[src/rtl/vpc_pkg.sv]
package vpc_pkg;

  // Class of the three bits that follow the leading one.
  typedef enum logic [2:0] {
    HI_1000,
    HI_1001,
    HI_101X,
    HI_110X,
    HI_111X
  } hi_class_e;

  // Odd code and shift for the small (below 32) path.
  typedef struct packed {
    logic [2:0] m;
    logic [2:0] s;
  } small_fac_t;

  function automatic hi_class_e classify_hi(logic [2:0] tail);
    hi_class_e c;
    casez (tail)
      3'b000:  c = HI_1000;
      3'b001:  c = HI_1001;
      3'b01?:  c = HI_101X;
      3'b10?:  c = HI_110X;
      default: c = HI_111X;
    endcase
    return c;
  endfunction

  // m such that the odd factor is 2m+1
  function automatic logic [2:0] odd_code(hi_class_e c);
    case (c)
      HI_1000: return 3'd4;
      HI_1001: return 3'd2;
      HI_101X: return 3'd1;
      HI_110X: return 3'd3;
      default: return 3'd0;
    endcase
  endfunction

  // Extra shift above n after removing even factors
  function automatic logic [2:0] shift_bump(hi_class_e c);
    case (c)
      HI_1000: return 3'd0;
      HI_1001: return 3'd1;
      HI_101X: return 3'd2;
      HI_110X: return 3'd1;
      default: return 3'd4;
    endcase
  endfunction

  // Next multiple of four above a 5-bit value
  function automatic logic [5:0] small_round(logic [4:0] low);
    return {1'b0, low | 5'b00011} + 6'd1;
  endfunction

  // Split a value of 4..32 into odd code and trailing-zero count
  function automatic small_fac_t small_factor(logic [5:0] v);
    small_fac_t r;
    logic [5:0] t;
    t   = v;
    r.s = 3'd0;
    for (int i = 0; i < 5; i++) begin
      if (t[0] == 1'b0) begin
        t   = t >> 1;
        r.s = r.s + 3'd1;
      end
    end
    r.m = t[3:1];
    return r;
  endfunction

endpackage

[src/rtl/vpc_lead_one.sv]
module vpc_lead_one #(
  parameter int W  = 32,
  parameter int PB = $clog2(W)
) (
  input  logic [W-1:0]  vec,
  output logic [PB-1:0] pos,
  output logic          found
);

  always_comb begin
    pos   = '0;
    found = 1'b0;
    for (int i = 0; i < W; i++) begin
      if (vec[i]) begin
        pos   = PB'(i);
        found = 1'b1;
      end
    end
  end

endmodule

[src/rtl/vpc_factor.sv]
module vpc_factor
  import vpc_pkg::*;
#(
  parameter int W  = 32,
  parameter int PB = $clog2(W),
  parameter int SW = $clog2(W + 1),
  parameter int PW = W + 1
) (
  input  logic [W-1:0]  count,
  input  logic [PB-1:0] pos,
  input  logic          found,
  output logic [2:0]    m,
  output logic [SW-1:0] s,
  output logic [PW-1:0] padded,
  output logic          small_path
);

  logic [PB-1:0] n;
  logic [2:0]    tail;
  hi_class_e     cls;
  small_fac_t    sf;

  assign small_path = !found || (pos < PB'(5));
  assign n          = pos - PB'(3);
  assign tail       = 3'(count >> n);
  assign cls        = classify_hi(tail);
  assign sf         = small_factor(small_round(count[4:0]));

  always_comb begin
    if (small_path) begin
      m = sf.m;
      s = SW'(sf.s);
    end else begin
      m = odd_code(cls);
      s = SW'(n) + SW'(shift_bump(cls));
    end
  end

  assign padded = PW'({m, 1'b1}) << s;

endmodule

[src/rtl/vtx_pad_calc.sv]
module vtx_pad_calc #(
  parameter  int W  = 32,
  localparam int PB = $clog2(W),
  localparam int SW = $clog2(W + 1),
  localparam int PW = W + 1
) (
  input  logic          clk,
  input  logic          rst,
  input  logic          req_valid,
  input  logic [W-1:0]  req_count,
  output logic          out_valid,
  output logic [PW-1:0] out_padded,
  output logic [2:0]    out_odd,
  output logic [SW-1:0] out_shift
);

  logic [PB-1:0] lead_pos;
  logic          lead_found;
  logic [2:0]    nxt_odd;
  logic [SW-1:0] nxt_shift;
  logic [PW-1:0] nxt_padded;
  logic          small_path;

  vpc_lead_one #(.W(W), .PB(PB)) u_lead (
    .vec   (req_count),
    .pos   (lead_pos),
    .found (lead_found)
  );

  vpc_factor #(.W(W), .PB(PB), .SW(SW), .PW(PW)) u_fac (
    .count      (req_count),
    .pos        (lead_pos),
    .found      (lead_found),
    .m          (nxt_odd),
    .s          (nxt_shift),
    .padded     (nxt_padded),
    .small_path (small_path)
  );

  always_ff @(posedge clk) begin
    if (rst) begin
      out_valid  <= 1'b0;
      out_padded <= '0;
      out_odd    <= '0;
      out_shift  <= '0;
    end else begin
      out_valid <= req_valid;
      if (req_valid) begin
        out_padded <= nxt_padded;
        out_odd    <= nxt_odd;
        out_shift  <= nxt_shift;
      end
    end
  end

endmodule

[config.mk]
export PLATFORM = sky130hd
export DESIGN_NAME = vtx_pad_calc
export DESIGN_NICKNAME = d
export VERILOG_FILES = /design/src/rtl/vpc_pkg.sv /design/src/rtl/vpc_lead_one.sv /design/src/rtl/vpc_factor.sv /design/src/rtl/vtx_pad_calc.sv
export SDC_FILE = /design/constraint.sdc
export NUM_CORES = 1
export LEC_CHECK = 0
export BUFFER_PORTS_ARGS = -buffer_cell sky130_fd_sc_hd__buf_4
export CAP_MARGIN = 20
export CORE_UTILIZATION = 30
export DETAILED_ROUTE_END_ITERATION = 6
export PLACE_DENSITY_LB_ADDON = 0.05
export SETUP_SLACK_MARGIN = 0.3
export SLEW_MARGIN = 20
export SYNTH_ARGS = -nofsm -noshare
export SYNTH_HDL_FRONTEND = slang
export SYNTH_SLANG_ARGS = --single-unit
export TNS_END_PERCENT = 30
[constraint.sdc]
create_clock -name clk -period 8.1 [get_ports clk]
set_input_delay 2.025 -clock clk [delete_from_list [all_inputs] [get_ports clk]]
set_output_delay 2.025 -clock clk [all_outputs]
set_load 0.02 [all_outputs]
==> out/results.ini, run 1 <==
[outcome]
status=complete, no violations

[synth]
synth_top_area_share_pct=22.7
synth_cells=498
syn_nets=541
seq_area_frac_synth_pct=22.7
syn_area_sq_um=3790
synthArstFlopShare_pct=0
synth-edff-count=0
ys_warn_count=0
synthFlopType=dfxtp_1
ys_ff_latch=43
synthTopCellsByArea=dfxtp_1 23%, nand2_1 5.8%, mux2i_1 4.5%
synth_cell_type_count=72
yosysTopAreaCell=dfxtp_1
syn_area_per_cell_sq_um=7.61

[floorplan]
die_area_sq_um=13100
die_h_um=114
core_area_sq_um=12200
rows=40
initial_utilization_pct=31.2
die_w_um=114
io_pins=78

[critical_path]
r2r_setup_slack_ps=7330
startpoint=req_count[26]
crit_end=out_padded[18]
arrival_ps=7650
crit_fanout=16
start_kind=primary input
reg2reg_depth=3
path_class=primary input to flip-flop
timing.rr.start=out_odd[2]
r2r-end=out_odd[2]
cp-end-kind=flip-flop
required_ps=8310

[timing]
setup_violations=0
skew_ps=0
timing.hold.ws_ps=459
tns_ps=0
rsz0062_at_grt=false
slew_violations=0
finalCritPeriodShare_pct=91.8
maxSlewHeadroom_pct=42.7
worst_slew_pin_slew_ps=853
layout_min_cycle_time_ps=7430
clock.fmax_ghz=0.135
final-hold-violation-count=0

[layout]
antenna_cells=0
fin_nets=652
drive_above_1_share_pct=28.2
fillers=1311
syn_to_final_growth_pct=33.2
final_cells=778

[routing]
post-route-drc-count=0
routed_wl_um=14900
antenna_left=0
first_iter_violations=413
wire_per_inst_um=19.2
via_per_inst=5.67
drt-pass1-iter-count=5
routed-via-count=4410

[global_routing]
grt_pass1_wl_um=23500
grt.overflow.total=0
antenna_found_initial=0
grt_use_total_pct=23.2
grt_pass1_vias=4037
grt_max_degree=29

[power]
seq_power_share_pct=24.3
p_switching_uw=421
powerDensity_nw_per_um2=197
power_uw=995
p_leak_uw=0.00208
switching_share_pct=42.3
pwr-share-comb_pct=55.8
clkPwrFrac_pct=19.9
ir_drop_v=0.0000934
internal-power_uw=574

[clocking]
htree_levels=2
cts_tree=done
clk_pin_slew_ps=60
postCtsSetupBuffers=0
clk_path_buf_depth=2
worstSkewPairLatency_ps=280
cts_sinks=43
cts_root_buffer=clkbuf_16
cts_hold_buf=0
numCtsBuffers=5

[min_path]
worstHoldPathType=flip-flop to flip-flop

[place]
dpl.cell_count=770
io_buffer_count=77
dp_hpwl_um=11800
gp_congestion=0.919

[run]
maxCapViolCount=0

cells in the mapped netlist, types with 3 or more instances:
master / n
o21bai_1: 3
a21oi_1: 23
a221o_1: 4
ha_1: 7
a21o_1: 5
nand3_1: 16
nor3_1: 15
xnor2_1: 5
o22ai_1: 4
a22oi_1: 18
o211ai_1: 10
and2_1: 4
or3_1: 5
nor2_1: 44
nand2b_1: 9
mux2_2: 5
nor2b_1: 7
nor4_1: 17
inv_1: 11
clkbuf_1: 22
or4_1: 6
o31ai_1: 4
and3_1: 5
a22o_1: 10
o21ai_0: 23
a31o_2: 3
buf_2: 4
mux2i_1: 17
a31oi_1: 14
dfxtp_1: 43
mux4_2: 3
nand2_1: 59
nand4_1: 4
o2111ai_1: 8
nor3b_1: 4
a211oi_1: 8
critical path, cell delays in order:
cell and delay [ps]:
buf_4 130, inv_1 60, a221o_1 400, nor4_1 380, o21a_2 270, o21ai_4 80
buf_4 210, inv_2 190, mux4_2 550, a21oi_2 240, a22o_1 240, o2111a_1 290
buf_4 190, nand2_1 90, inv_1 60, ha_1 170, fa_1 210, a21oi_1 100
or3_1 330, or4_1 440, nand2_1 230, nand3_1 140, or4_1 430, a31oi_1 170
cell type report:
cell class / instances / area [sq um] / share of cell area (%)
inverter: 15 / 56.3 / 1.11
clock buffer: 6 / 129 / 2.55
clock inverter: 2 / 12.5 / 0.248
timing repair buffer: 134 / 1020 / 20.2
multi-input combinational: 410 / 2760 / 54.7
tap: 168 / 210 / 4.16
sequential: 43 / 861 / 17.0
state kept, by name, summed over array words and instances, names as in the netlist:
register and count:
out_valid 1, out_shift 6, out_odd 3, out_padded 33
power groups by stage:
stage | Sequential (uW) | Combinational (uW) | Clock (uW)
after global routing | 244 | 602 | 210
after detailed placement | 247 | 548 | 0
after CTS | 243 | 550 | 202
after global placement | 247 | 549 | 0
after floorplan | 269 | 293 | 0
final | 242 | 555 | 198
per-stage QoR:
step | area [sq um] | worst slack [ps] | utilization, %
3_3_place_gp | 4890 | 342 | 40.2
5_1_grt | 5050 | 364 | 41.5
2_1_floorplan | 3790 | 355 | -
6_report | 5050 | 666 | 41.5
3_5_place_dp | 4890 | 292 | 40.2
4_1_cts | 5040 | 572 | 41.4
cells in the final DEF, fill, tap and decap left out, drive strengths merged, types with 4 or more instances in the layout:
cell     netlist  layout
nor4          17      17
a221o          4       4
buf            8     134
mux4           4       4
nand2         59      59
and2           4       4
o21ai         26      26
inv           13      13
nor3          15      15
a21o           5       5
a211oi         8       8
clkbuf        22       6
nor2          44      44
or3            5       5
a21oi         25      25
mux2           5       5
a31oi         14      14
mux2i         17      17
and3           5       5
xnor2          6       6
ha             7       7
o22ai          4       4
nand3         16      16
o2111ai        8       8
nand4          4       4
a22oi         18      18
o31ai          6       6
nor3b          4       4
nand2b         9       9
o211ai        10      10
a22o          10      10
dfxtp         43      43
or4            6       6
nor2b          7       7
worst min path at each step:
stage | start | end | slack (ps) | cells past startpoint
6_report | out_padded[20] | out_padded[20] | 460 | 2
5_1_grt | out_padded[20] | out_padded[20] | 490 | 2
4_1_cts | out_padded[4] | out_padded[4] | 460 | 2
3_5_place_dp | out_padded[4] | out_padded[4] | 450 | 2
3_3_place_gp | out_padded[12] | out_padded[12] | 450 | 2
2_1_floorplan | out_padded[2] | out_padded[2] | 530 | 2
timing repair:
item	in CTS	in global routing
endpoints found under the setup margin	0	7
hold endpoints to repair	0	0
gates resized for setup	0	4
cell families after synthesis:
| kind of cell | Yosys count | share of synthesized area (%) |
|---|---|---|
| AO/OA/AOI/OAI | 168 | 33.1 |
| XOR/XNOR | 7 | 2.11 |
| adder cells (fa/ha/maj) | 8 | 2.84 |
| buffers and inverters | 45 | 4.88 |
| flip-flops | 43 | 22.7 |
| multiplexers | 26 | 8.45 |
| AND/OR/NAND/NOR | 201 | 25.9 |
metal layers:
metal | part of all wire, % | up-vias | global-route usage, %
met5 | 0 | - | 0
met4 | 0.58 | 0 | 3.29
met3 | 6.3 | 9 | 3.18
met2 | 43 | 154 | 34.5
met1 | 50 | 2096 | 35.7
li1 | - | 2151 | -
Note: power is estimated with default switching activity, not from simulation.
==> run 2: changes to the inputs <==
RECOVER_POWER = 100   (was default)
==> out/results.ini, run 2 (synthesis results as in run 1) <==
[critical_path]
path_class=primary input to flip-flop
reg2reg_depth=3  ; unchanged
required_ps=8320  ; about the same
cp-end-kind=flip-flop
start_kind=primary input
r2r-end=out_odd[2]
arrival_ps=7700  ; +50 ps
r2r_setup_slack_ps=7310  ; -20 ps
crit_fanout=8  ; -8
timing.rr.start=out_odd[2]

[layout]
layout_common_cells=79 x buf_4, 59 x nand2_1, 53 x clkbuf_1
drive_above_1_share_pct=18.9  ; -9.3 points
antenna_cells=0  ; unchanged
fin_nets=652  ; unchanged
regMostFlops=out_padded
fin_area_sq_um=4840  ; -4.2%
reg_top3=out_padded: 33 flops, out_shift: 6 flops, out_odd: 3 flops
syn_to_final_growth_pct=27.6
layout_commonest_cell=buf_4
largest_register_ffs=33  ; unchanged

[power]
pwr-share-comb_pct=54.4  ; -1.4 points
switching_share_pct=43.4  ; +1.1 points
p_leak_uw=0.00186  ; -11%
internal-power_uw=546  ; -5.0%
powerDensity_nw_per_um2=199  ; +1.1%
clkPwrFrac_pct=20.6  ; +0.7 points
p_switching_uw=418  ; -0.59%
seq_power_share_pct=25.1  ; +0.8 points
ir_drop_v=0.0000924  ; -1.1%

[timing]
rsz0062_at_grt=false
layout_min_cycle_time_ps=7490  ; +53.2 ps
slew_violations=0  ; unchanged
finalCritPeriodShare_pct=92.4  ; +0.66 points
clock.fmax_ghz=0.134  ; -0.71%
skew_ps=0  ; unchanged
setup_violations=0  ; unchanged
tns_ps=0  ; unchanged
maxSlewHeadroom_pct=36.4  ; -6.4 points
final-hold-violation-count=0  ; unchanged
worst_slew_pin_slew_ps=955  ; +102 ps

[clocking]
postCtsSetupBuffers=0  ; unchanged
cts_hold_buf=0  ; unchanged
cts_root_buffer=clkbuf_16
htree_levels=2  ; unchanged
clk_path_buf_depth=2  ; unchanged
cts_tree=done
worstSkewPairLatency_ps=280  ; about the same
clk_pin_slew_ps=60  ; about the same
numCtsBuffers=5  ; unchanged
cts_resized=0  ; unchanged
cts_sinks=43  ; unchanged

[global_routing]
grt_max_degree=29  ; unchanged
grt_pass1_wl_um=23500  ; unchanged
grt_pass1_vias=4037  ; unchanged
grt.overflow.total=0  ; unchanged
antenna_found_initial=0  ; unchanged
grt_use_total_pct=23.2  ; unchanged

[place]
io_buffer_count=77  ; unchanged
gp_congestion=0.919  ; unchanged
dp_hpwl_um=11800  ; unchanged
place_area_sq_um=4890  ; unchanged

[routing]
first_iter_violations=441  ; +6.8%
antenna_left=0  ; unchanged
wire_per_inst_um=19.3  ; +0.73%
drt-pass1-iter-count=5  ; unchanged
via_per_inst=5.69  ; +0.36%
post-route-drc-count=0  ; unchanged
routed_wl_um=15000  ; +0.73%
routed-via-count=4426  ; +0.36%

[min_path]
hold_path_depth=2  ; unchanged
holdCritStartpoint=out_padded[20]
whs_endpoint=out_padded[20]
worstHoldPathType=flip-flop to flip-flop

[run]
maxCapViolCount=0  ; unchanged

[outcome]
status=complete, no violations

[floorplan]
die_h_um=114  ; unchanged
initial_utilization_pct=31.2  ; unchanged
core_area_sq_um=12200  ; unchanged
io_pins=78  ; unchanged
rows=40  ; unchanged
die_w_um=114  ; unchanged
die_area_sq_um=13100  ; unchanged

-- run 2: changes by cell type in the layout (fill, tap and decap cells not counted), sizes merged --
cell    delta
clkbuf    +54
buf       -54
-- run 2: layout make-up --
type                    instances  area [sq um]
well taps                     168           210
inverters                      15          56.3
repair buffers                134           823
clock inverters                 2          12.5
flip-flops and latches         43           861
clock buffers                   6           129
multi-input cells             410          2750
fillers                      1350          7320
-- run 2: worst max-delay path, stage by stage --
cell	delay [ps]
buf_4	130
inv_1	60
a221o_1	400
nor4_1	380
o21a_1	300
o21ai_4	100
ha_1	460
buf_4	230
mux4_2	330
a21oi_2	260
a22o_1	230
o2111a_1	270
buf_4	190
nand2_1	80
inv_1	60
ha_1	170
fa_1	210
a21oi_1	100
or3_1	320
or4_1	430
nand2_1	230
nand3_1	140
or4_1	430
a31oi_1	170
-- run 2: metal layers --
metal | GRT usage, % | wire (um) | up-vias
li1 | - | - | 2153
met1 | 35.7 | 7580 | 2113
met2 | 34.5 | 6450 | 152
met3 | 3.18 | 874 | 8
met4 | 3.29 | 104 | 0
met5 | 0 | 0 | -
-- run 2: worst max path at each step --
stage | slack (ps) | end | depth (start not counted) | startpoint
3_5_place_dp | 290 | out_padded[18] | 22 | req_count[26]
3_3_place_gp | 340 | out_padded[18] | 22 | req_count[26]
6_report | 610 | out_padded[18] | 24 | req_count[26]
5_1_grt | 240 | out_padded[26] | 26 | req_count[26]
4_1_cts | 570 | out_padded[18] | 22 | req_count[26]
2_1_floorplan | 360 | out_padded[26] | 25 | req_count[26]
-- run 2: per-stage QoR --
stage               util (%)  std cells  power (uW)  setup WS, ps  hold WS, ps
floorplan                  -        498         561           355          532
global placement        40.2        770         796           342          446
detailed placement      40.2        770         795           292          449
CTS                     41.4        778         995           572          463
global route            39.8        778        1020           239          483
finish                  39.8        778         964           612          459
-- run 2: power by group through the flow --
stage	logic [uW]	registers (uW)	clock network, uW
after floorplan	293	269	0
after global placement	549	247	0
after detailed placement	548	247	0
after CTS	550	243	202
after global routing	570	244	210
final	524	242	198
